`src/rtl/rxq_pkg.sv`:
```
package rxq_pkg;

  typedef struct packed {
    logic brk;
    logic ferr;
    logic perr;
  } rxq_tags_t;

  // threshold in entries for a 2-bit selection code
  function automatic int sel_level(input logic [1:0] code, input int depth);
    int lv;
    case (code)
      2'd0:    lv = 1;
      2'd1:    lv = 4;
      2'd2:    lv = 8;
      default: lv = depth - 2;
    endcase
    return lv;
  endfunction

endpackage

```
`src/rtl/rxq_store.sv`:
```
module rxq_store #(
  parameter int DEPTH  = 16,
  parameter int DATA_W = 8,
  localparam int AW = $clog2(DEPTH),
  localparam int CW = $clog2(DEPTH + 1)
) (
  input  logic              clk,
  input  logic              rst_n,
  input  logic              flush,
  input  logic              wr_en,
  input  logic [DATA_W-1:0] wr_data,
  input  rxq_pkg::rxq_tags_t wr_tags,
  input  logic              rd_en,
  output logic [DATA_W-1:0] head_data,
  output rxq_pkg::rxq_tags_t head_tags,
  output logic [CW-1:0]     fill
);
  logic [DATA_W-1:0]  data_mem [DEPTH];
  rxq_pkg::rxq_tags_t tag_mem  [DEPTH];
  logic [AW-1:0] wp, rp;

  function automatic logic [AW-1:0] bump(input logic [AW-1:0] p);
    return (p == AW'(DEPTH - 1)) ? '0 : p + AW'(1);
  endfunction

  always_ff @(posedge clk) begin
    if (wr_en && !flush) begin
      data_mem[wp] <= wr_data;
      tag_mem[wp]  <= wr_tags;
    end
  end

  always_ff @(posedge clk or negedge rst_n) begin
    if (!rst_n) begin
      wp   <= '0;
      rp   <= '0;
      fill <= '0;
    end else if (flush) begin
      wp   <= '0;
      rp   <= '0;
      fill <= '0;
    end else begin
      if (wr_en) wp <= bump(wp);
      if (rd_en) rp <= bump(rp);
      case ({wr_en, rd_en})
        2'b10:   fill <= fill + CW'(1);
        2'b01:   fill <= fill - CW'(1);
        default: fill <= fill;
      endcase
    end
  end

  assign head_data = data_mem[rp];
  assign head_tags = tag_mem[rp];
endmodule

```
`src/rtl/rxq_errtrack.sv`:
```
module rxq_errtrack #(
  parameter int DEPTH = 16,
  localparam int CW = $clog2(DEPTH + 1)
) (
  input  logic clk,
  input  logic rst_n,
  input  logic flush,
  input  logic wr_en,
  input  logic wr_bad,
  input  logic rd_en,
  input  logic rd_bad,
  input  logic lsr_rd,
  input  logic empty,
  output logic summary,
  output logic mask
);
  logic [CW-1:0] bad_cnt, bad_nxt;

  always_comb begin
    bad_nxt = bad_cnt;
    if (wr_en && wr_bad) bad_nxt = bad_nxt + CW'(1);
    if (rd_en && rd_bad) bad_nxt = bad_nxt - CW'(1);
  end

  always_ff @(posedge clk or negedge rst_n) begin
    if (!rst_n) begin
      bad_cnt <= '0;
      summary <= 1'b0;
      mask    <= 1'b0;
    end else if (flush) begin
      bad_cnt <= '0;
      summary <= 1'b0;
      mask    <= 1'b0;
    end else begin
      bad_cnt <= bad_nxt;
      if (wr_en && wr_bad)               summary <= 1'b1;
      else if (lsr_rd && bad_nxt == '0) summary <= 1'b0;
      if (rd_en || empty)  mask <= 1'b0;
      else if (lsr_rd)     mask <= 1'b1;
    end
  end
endmodule

```
`src/rtl/rxq_idle_timer.sv`:
```
module rxq_idle_timer #(
  parameter int FRAME_W = 4,
  localparam int TW = FRAME_W + 6
) (
  input  logic               clk,
  input  logic               rst_n,
  input  logic               flush,
  input  logic               tick,
  input  logic               busy,
  input  logic               arrive,
  input  logic               take,
  input  logic [FRAME_W-1:0] frame_bits,
  output logic               fired
);
  logic [TW-1:0] tmr;
  logic [TW-1:0] lim;

  // four character times of 16 ticks per bit
  assign lim = {frame_bits, 6'b0};

  always_ff @(posedge clk or negedge rst_n) begin
    if (!rst_n) begin
      tmr   <= '0;
      fired <= 1'b0;
    end else if (flush || take) begin
      tmr   <= '0;
      fired <= 1'b0;
    end else if (fired) begin
      tmr <= tmr;
    end else if (arrive || !busy) begin
      tmr <= '0;
    end else if (tick) begin
      if (tmr == lim - TW'(1)) begin
        fired <= 1'b1;
        tmr   <= '0;
      end else begin
        tmr <= tmr + TW'(1);
      end
    end
  end
endmodule

```
`src/rtl/rx_err_queue.sv`:
```
module rx_err_queue #(
  parameter int DEPTH   = 16,
  parameter int DATA_W  = 8,
  parameter int FRAME_W = 4,
  localparam int CW = $clog2(DEPTH + 1)
) (
  input  logic               clk,
  input  logic               rst_n,
  input  logic               clr,
  input  logic [1:0]         trig_sel,
  input  logic [FRAME_W-1:0] frame_bits,
  input  logic               tick16,
  input  logic               in_valid,
  input  logic [DATA_W-1:0]  in_data,
  input  logic [2:0]         in_flags,
  output logic               in_ready,
  output logic               out_valid,
  input  logic               out_ready,
  output logic [DATA_W-1:0]  out_data,
  output logic [2:0]         head_flags,
  input  logic               lsr_rd,
  output logic               data_ready,
  output logic               trig_hit,
  output logic               overrun,
  output logic               err_any,
  output logic               timeout,
  output logic [CW-1:0]      count
);
  logic full, empty, push_ok, pop_ok, mask;
  logic [DATA_W-1:0] hd;
  rxq_pkg::rxq_tags_t ht, wt;
  logic [CW-1:0] level;

  assign full    = (count == CW'(DEPTH));
  assign empty   = (count == '0);
  assign push_ok = in_valid && !full && !clr;
  assign pop_ok  = out_ready && !empty && !clr;
  assign wt      = rxq_pkg::rxq_tags_t'(in_flags);

  rxq_store #(.DEPTH(DEPTH), .DATA_W(DATA_W)) u_store (
    .clk(clk), .rst_n(rst_n), .flush(clr),
    .wr_en(push_ok), .wr_data(in_data), .wr_tags(wt),
    .rd_en(pop_ok), .head_data(hd), .head_tags(ht), .fill(count)
  );

  rxq_errtrack #(.DEPTH(DEPTH)) u_err (
    .clk(clk), .rst_n(rst_n), .flush(clr),
    .wr_en(push_ok), .wr_bad(|in_flags),
    .rd_en(pop_ok), .rd_bad(|ht),
    .lsr_rd(lsr_rd), .empty(empty),
    .summary(err_any), .mask(mask)
  );

  rxq_idle_timer #(.FRAME_W(FRAME_W)) u_tmr (
    .clk(clk), .rst_n(rst_n), .flush(clr), .tick(tick16),
    .busy(!empty), .arrive(in_valid), .take(pop_ok),
    .frame_bits(frame_bits), .fired(timeout)
  );

  always_ff @(posedge clk or negedge rst_n) begin
    if (!rst_n)                        overrun <= 1'b0;
    else if (in_valid && full && !clr) overrun <= 1'b1;
    else if (lsr_rd)                   overrun <= 1'b0;
  end

  assign level      = CW'(rxq_pkg::sel_level(trig_sel, DEPTH));
  assign trig_hit   = (count >= level);
  assign in_ready   = !full;
  assign out_valid  = !empty;
  assign data_ready = !empty;
  assign out_data   = empty ? '0 : hd;
  assign head_flags = (empty || mask) ? 3'b000 : 3'(ht);
endmodule

```
`config.mk`:
```
export PLATFORM = sky130hd
export DESIGN_NAME = rx_err_queue
export DESIGN_NICKNAME = d
export VERILOG_FILES = /design/src/rtl/rxq_pkg.sv /design/src/rtl/rxq_store.sv /design/src/rtl/rxq_errtrack.sv /design/src/rtl/rxq_idle_timer.sv /design/src/rtl/rx_err_queue.sv
export SDC_FILE = /design/constraint.sdc
export NUM_CORES = 1
export LEC_CHECK = 0
export ABC_CLOCK_PERIOD_IN_PS = 8350
export BUFFER_PORTS_ARGS = -buffer_cell sky130_fd_sc_hd__buf_2
export CORE_UTILIZATION = 60
export CTS_BUF_LIST = sky130_fd_sc_hd__clkbuf_2 sky130_fd_sc_hd__clkbuf_4 sky130_fd_sc_hd__clkbuf_8
export DETAILED_ROUTE_END_ITERATION = 8
export GPL_ROUTABILITY_DRIVEN = 0
export GPL_TIMING_DRIVEN = 1
export MAX_ROUTING_LAYER = met4
export PLACE_DENSITY = 0.78
export SYNTH_ARGS = -nofsm -noshare
export SYNTH_HDL_FRONTEND = slang
export SYNTH_SLANG_ARGS = --single-unit
export TNS_END_PERCENT = 50
```
`constraint.sdc`:
```
create_clock -name clk -period 8.35 [get_ports clk]
set_input_delay 2.0875 -clock clk [delete_from_list [all_inputs] [get_ports clk]]
set_output_delay 2.0875 -clock clk [all_outputs]
set_load 0.05 [all_outputs]
```
==> results of run 1 <==
-- logic make-up (layout without fill, tap and decap cells) --
family / after synthesis / count (layout) / synth area share
xor gates and xnor gates: 18 / 18 / 0.01744
AOI/OAI and AO/OA: 88 / 88 / 0.06881
buffers and inverters: 37 / 119 / 0.01994
DFF: 208 / 208 / 0.6734
muxes: 66 / 66 / 0.1153
and+or+nand+nor: 139 / 139 / 0.08072
adders and majority gates: 17 / 17 / 0.02437
-- critical path, cell delays in order (launching register included) --
cell                      delay, ps
sky130_fd_sc_hd__dfrtp_4        740
sky130_fd_sc_hd__buf_4          640
sky130_fd_sc_hd__mux4_1         630
sky130_fd_sc_hd__a22oi_1        300
sky130_fd_sc_hd__and3_4         240
sky130_fd_sc_hd__nor3_1          50
sky130_fd_sc_hd__buf_2          240
-- cell type report --
class                      count  area, µm²  area share
sequential                   208       6090      0.6075
multi-input combinational    328       2771      0.2765
clock buffer                  47      584.3     0.05829
timing repair buffer          48      245.2     0.02446
tap                          184      230.2     0.02297
clock inverter                13      62.56    0.006241
inverter                      11      41.29    0.004119
-- where the power goes --
group | switching [mW] | internal, mW | total [mW]
Clock | 0.380 | 0.454 | 0.834
Sequential | 0.0750 | 1.17 | 1.25
Combinational | 0.625 | 0.322 | 0.947
Total | 1.08 | 1.95 | 3.03
-- flip-flops by register name, indices dropped and copies added, names as in the netlist --
name and flops:
u_store.data_mem 128, u_store.tag_mem 48, u_tmr.tmr 10, u_err.bad_cnt 5, u_store.fill 5, u_store.rp 4
u_store.wp 4, overrun 1, u_err.mask 1, u_err.summary 1, u_tmr.fired 1
-- path summary, 6_finish.rpt --
check / from / endpoint / slack, ps / depth (start not counted)
setup reg to reg: u_store.rp[0] / u_err.summary / 4390 / 9
max in group asynchronous: rst_n / u_store.rp[0] / 6150 / 1
hold / removal: u_tmr.tmr[2] / u_tmr.tmr[2] / 500 / 1
hold reg to reg: u_tmr.tmr[2] / u_tmr.tmr[2] / 500 / 1
min in group asynchronous: rst_n / u_err.bad_cnt[1] / 1660 / 1
setup / recovery: u_store.rp[0] / head_flags[2] / 2900 / 6
-- layer usage --
layer,global-route usage,part of all wire
met4,0.09213,0.027
met5,-,0
met1,0.3309,0.43
met3,0.03909,0.052
met2,0.3718,0.49
-- through the flow --
step	power (mW)	setup slack [ps]	area [µm²]
2_1_floorplan	2.018	3131	9037
3_3_place_gp	2.189	3022	9378
3_5_place_dp	2.209	2973	9378
4_1_cts	3.039	2861	10020
5_1_grt	3.164	2713	10020
6_report	3.027	2897	10020
-- layout by cell type (no fill, tap or decap), drive strengths merged, types with 8 or more instances in the layout --
cell type / n
edfxtp: 176
buf: 48
clkbuf: 47
mux2i: 37
nand2: 32
dfrtp: 32
nor2: 28
mux4: 28
o21ai: 21
and2: 19
o221ai: 17
ha: 16
inv: 12
and3: 12
a211oi: 12
nor3: 11
xnor2: 11
nand3: 11
clkinv: 11
o22ai: 9
a21oi: 8
==> impl_summary.txt, run 1 <==
----------------------------------------------------
[CTS]
  Number of clock sinks ... 208
  Total of cells resized after clock tree synthesis ... 0
  TritonCTS clock tree ... done
  Htree depth ... 2
  Hold buffers post-CTS ... 0
  Buffer count from post-CTS setup fixing ... 0
  Clock buffers created by TritonCTS ... 34
  Clock root buffer master ... sky130_fd_sc_hd__clkbuf_8
  Clock Pin Slew Worst Setup and Hold Paths ... ~60 ps
  Clock latency on the worst-skew pair ... 500 ps
  Max clock buf depth ... 3

[Yosys]
  Proportion of netlist area held by the largest area contributor ... 0.5848
  Synthesis warning total ... 0
  Sequential element share of the synthesized area ... 0.6734
  Top cells by count, synth ... 176 x sky130_fd_sc_hd__edfxtp_1, 37 x sky130_fd_sc_hd__mux2i_1, 32 x sky130_fd_sc_hd__dfrtp_1, 32 x sky130_fd_sc_hd__nand2_1, 28 x sky130_fd_sc_hd__nor2_1
  Mean cell area of the mapped netlist ... around 16 µm²
  Most common flop cell mapped by yosys ... sky130_fd_sc_hd__edfxtp_1
  Number of distinct library cell variants in the gate-level netlist after synthesis ... between 50 and 60
  Share of synthesized flip-flops with an asynchronous set or reset ... 0.1538
  Cell count after synthesis ... approximately 570
  Most common cell in the synthesized netlist ... sky130_fd_sc_hd__edfxtp_1
  Area leader, netlist ... sky130_fd_sc_hd__edfxtp_1
  Count of flip-flops with a built-in enable after synthesis ... 176
  Cell area after technology mapping ... ~9000 µm²
  Post-synthesis net count ... between 600 and 700
  Synthesized flop and latch total ... around 210
  Cell types with the largest area share after synthesis ... sky130_fd_sc_hd__edfxtp_1 58%, sky130_fd_sc_hd__dfrtp_1 8.9%, sky130_fd_sc_hd__mux4_2 5.0%

[Worst hold path]
  Path category of the worst min-delay check ... reg2reg

[Floorplanning]
  Number of standard-cell rows in the floorplan ... 44
  Initial core utilization ... 0.6195
  Chip Height ... between 100 and 150 µm
  DIE AREA ... about 16000 µm²
  Core area ... 14590 µm²
  Die X ... roughly 120 µm
  Count of pins on the block boundary ... 47

[Global routing]
  Vias in the first global route ... between 5000 and 6000
  Overall global routing resource usage ... 0.2426
  GRT overflow ... 0
  Global-route wire length before repair ... 28100 µm
  Largest net degree at the start of global routing ... 40
  Initial antenna violation count ... 0

[Place]
  Cell count after placement ... between 700 and 800
  Quantity of I/O buffers inserted on ports ... between 40 and 50
  HPWL after detailed placement ... ~11000 µm

[Detailed routing]
  Count of routing violations after the opening detailed-route iteration ... 367
  Wire length per cell ... approximately 21 µm
  Final ANT Viol Nets ... 0
  Total Routed Length ... between 15000 and 20000 µm
  DRC violation count after routing ... 0
  First drt pass iteration count ... 5
  Per-cell via count in the routed design ... 6.240
  Via count ... approximately 5200

[STA]
  Post-route clock period utilization ... 0.6530
  Worst-Margin Slew ... 1033 ps
  Minimum hold slack ... 495.8 ps
  Final setup TNS ... 0 ps
  Clock skew ... roughly 14 ps
  Remaining max-slew budget at the tightest pin ... 0.3044
  Max-slew violation count ... 0
  Final min period ... 5453 ps
  Number of failing setup endpoints in the final timing report ... 0
  Maximum clock frequency ... 0.1834 GHz
  Setup repair after global routing missed its margin ... false
  Endpoints failing hold ... 0

[Run]
  Max-Cap Viols ... 0

[Setup path]
  Critical Path RT ... 6260 ps
  Crit Path Max Fanout ... 39
  Critical Path Source Type ... register
  Element type at the critical path end ... output port
  Classification of the worst setup path ... reg2out
  Crit path DAT ... between 3000 and 4000 ps

[Pwr]
  Total power divided by cell area ... between 300 and 400 nW/µm²
  Worst IR Drop VDD ... roughly 0.19 mV
  Standby leakage power ... 3.580 nW

[Layout]
  Synth-to-layout area growth ... 10.92%
  Share of cells above drive strength 1 ... 0.1954
  Finished Core Util ... 0.6871
  Number of antenna diodes ... 0
  Cell Count, Final, Fillers Out ... 839
  Filler Cells Inserted ... between 900 and 1000
  Total Nets Final ... ~670

[Run status]
  Run status ... completed

----------------------------------------------------
(Power assumes the default switching activity.)
==> inputs of run 2 (changes only) <==
--- a/config.mk
+++ b/config.mk
@@ -5,9 +5,9 @@
 export SDC_FILE = /design/constraint.sdc
 export NUM_CORES = 1
 export LEC_CHECK = 0
-export ABC_CLOCK_PERIOD_IN_PS = 8350
+export ABC_CLOCK_PERIOD_IN_PS = 4500
 export BUFFER_PORTS_ARGS = -buffer_cell sky130_fd_sc_hd__buf_2
-export CORE_UTILIZATION = 60
+export CORE_UTILIZATION = 57
 export CTS_BUF_LIST = sky130_fd_sc_hd__clkbuf_2 sky130_fd_sc_hd__clkbuf_4 sky130_fd_sc_hd__clkbuf_8
 export DETAILED_ROUTE_END_ITERATION = 8
 export GPL_ROUTABILITY_DRIVEN = 0
==> constraint.sdc (replaced) <==
create_clock -name clk -period 4.5 [get_ports clk]
set_input_delay 1.125 -clock clk [delete_from_list [all_inputs] [get_ports clk]]
set_output_delay 1.125 -clock clk [all_outputs]
set_load 0.05 [all_outputs]
==> run 2 against run 1 <==
  * Power up 92%
  * Via count up 1.1%
  * Global-route usage up 0.35 points
  * Sequential power up 86%
  * Cell count up 3.9%
  * Non-clock buffer count up 3
  * Flip-flop and latch count unchanged
  * Clock skew down 0.86 ps
  * Hold slack better by 7.2 ps
  * Largest cell class unchanged
  * Largest power group unchanged
  * Highest routed layer unchanged
==> impl_summary.txt, run 2 (synthesis gave the netlist of run 1 again) <==
----------------------------------------------------
[Pwr]
  Worst IR Drop VDD ... 0.4014 mV
  Fraction of power consumed by the clock network ... 0.294
  Standby leakage power ... around 3.6 nW
  Total power divided by cell area ... 572.8 nW/µm²
  Power share of the combinational group ... 0.308
  NetSw ... 2.049 mW
  Share of total power in sequential cells ... 0.398
  Total design power ... between 5 and 6 mW
  Internal Pwr Total ... 3.776 mW
  Switching share of power ... 0.3518

[Detailed routing]
  Wire length per cell ... between 20 and 25 µm
  Count of routing violations after the opening detailed-route iteration ... approximately 470
  Via count ... around 5300
  Final ANT Viol Nets ... 0
  Total Routed Length ... 18580 µm
  Per-cell via count in the routed design ... 6.070
  DRC violation count after routing ... 0
  First drt pass iteration count ... 5

[Place]
  Setup slack after placement ... 727.1 ps
  Cell count after placement ... ~810
  HPWL after detailed placement ... 11530 µm
  Quantity of I/O buffers inserted on ports ... between 40 and 50
  Post-detailed-placement cell area ... 9447 µm²

[Floorplanning]
  Chip Height ... approximately 130 µm
  Core area ... around 15000 µm²
  Initial core utilization ... 0.5901
  DIE AREA ... roughly 16000 µm²
  Number of standard-cell rows in the floorplan ... 45
  Die X ... about 130 µm
  Count of pins on the block boundary ... 47

[Layout]
  Finished Core Util ... 0.6640
  Cell Count, Final, Fillers Out ... around 870
  Synth-to-layout area growth ... 12.52%
  Final non-filler cell area ... just over 10000 µm²
  Share of cells above drive strength 1 ... 0.2027
  Largest register FFs ... approximately 130
  Most frequent cells in the layout ... 176 x sky130_fd_sc_hd__edfxtp_1, 46 x sky130_fd_sc_hd__buf_2, 39 x sky130_fd_sc_hd__clkbuf_8
  Largest registers ... u_store.data_mem: 128 flops, u_store.tag_mem: 48 flops, u_tmr.tmr: 10 flops
  Most common cell after layout, fill and taps aside ... sky130_fd_sc_hd__edfxtp_1
  Total Nets Final ... about 680
  Number of antenna diodes ... 0
  Top register by number of flip-flops ... u_store.data_mem

[Global routing]
  Global-route wire length before repair ... 28700 µm
  Largest net degree at the start of global routing ... 40
  Vias in the first global route ... 5297
  Initial antenna violation count ... 0
  GRT overflow ... 0
  Overall global routing resource usage ... 0.2461

[CTS]
  Clock root buffer master ... sky130_fd_sc_hd__clkbuf_8
  TritonCTS clock tree ... done
  Total of cells resized after clock tree synthesis ... 0
  Buffer count from post-CTS setup fixing ... 0
  Clock Pin Slew Worst Setup and Hold Paths ... approximately 60 ps
  Max clock buf depth ... 3
  Hold buffers post-CTS ... 0
  Clock buffers created by TritonCTS ... 35
  Clock latency on the worst-skew pair ... slightly above 500 ps
  Number of clock sinks ... 208
  Htree depth ... 2

[STA]
  Post-route clock period utilization ... 0.9656
  Number of failing setup endpoints in the final timing report ... 0
  Remaining max-slew budget at the tightest pin ... 0.4157
  Final setup TNS ... 0 ps
  Maximum clock frequency ... about 0.23 GHz
  Max-slew violation count ... 0
  Final worst-path setup slack ... 154.6 ps
  Final min period ... between 4000 and 5000 ps
  Setup repair after global routing missed its margin ... false
  Clock skew ... about 13 ps
  Minimum hold slack ... between 500 and 600 ps
  Endpoints failing hold ... 0
  Worst-Margin Slew ... ~880 ps

[Setup path]
  Critical Path Source Type ... register
  Classification of the worst setup path ... reg2out
  Critical Path RT ... between 3000 and 4000 ps
  Element type at the critical path end ... output port
  Crit Path Max Fanout ... 19
  Crit path DAT ... roughly 3200 ps

[Run]
  Max-Cap Viols ... 0

[Worst hold path]
  Path category of the worst min-delay check ... reg2reg

[Run status]
  Run status ... completed

----------------------------------------------------
run 2: cell count changes in the layout (fill, tap and decap cells not counted):
cell	previous run	this run
sky130_fd_sc_hd__buf_12	0	1
sky130_fd_sc_hd__buf_4	2	4
sky130_fd_sc_hd__bufinv_16	0	2
sky130_fd_sc_hd__clkbuf_4	10	8
sky130_fd_sc_hd__clkbuf_8	37	39
sky130_fd_sc_hd__clkinv_2	2	4
sky130_fd_sc_hd__clkinvlp_4	1	0
run 2: final cells by class:
cell class                 instances  area, µm²
clock buffer                      47      596.8
clock inverter                    16      125.1
fill                            1088       5146
inverter                          11      41.29
multi-input combinational        328       2771
sequential                       208       6090
tap                              211      264.0
timing repair buffer              51      280.3
run 2: final timing paths:
| path | end | slack (ps) | depth (start not counted) | start |
|---|---|---|---|---|
| max | out_data[1] | 150 | 5 | u_store.rp[2] |
| min | u_tmr.tmr[2] | 500 | 1 | u_tmr.tmr[2] |
| max reg2reg | u_store.fill[4] | 1120 | 12 | u_store.fill[0] |
| min reg2reg | u_tmr.tmr[2] | 500 | 1 | u_tmr.tmr[2] |
| max in group asynchronous | u_store.rp[0] | 3300 | 1 | rst_n |
| min in group asynchronous | u_err.summary | 670 | 1 | rst_n |
run 2: power groups by stage:
stage | combinational (mW) | clock [mW] | sequential (mW)
2_1_floorplan | 1.39 | 0 | 2.36
3_3_place_gp | 1.75 | 0 | 2.35
3_5_place_dp | 1.79 | 0 | 2.36
4_1_cts | 1.80 | 1.74 | 2.32
5_1_grt | 1.91 | 1.82 | 2.34
6_report | 1.79 | 1.71 | 2.32
run 2: worst max-delay path, stage by stage, from the launching register on:
cell                       delay (ps)
sky130_fd_sc_hd__dfrtp_1          830
sky130_fd_sc_hd__nand2_1          600
sky130_fd_sc_hd__o221ai_1         410
sky130_fd_sc_hd__o22ai_1          140
sky130_fd_sc_hd__a211oi_1         380
sky130_fd_sc_hd__buf_2            340
run 2: metal layers:
metal | vias to the layer above | GRT usage | part of all wire
li1 | 2393 | - | -
met1 | 2666 | 0.3096 | 0.43
met2 | 192 | 0.3798 | 0.48
met3 | 42 | 0.06010 | 0.060
met4 | 0 | 0.1163 | 0.037
met5 | - | - | 0
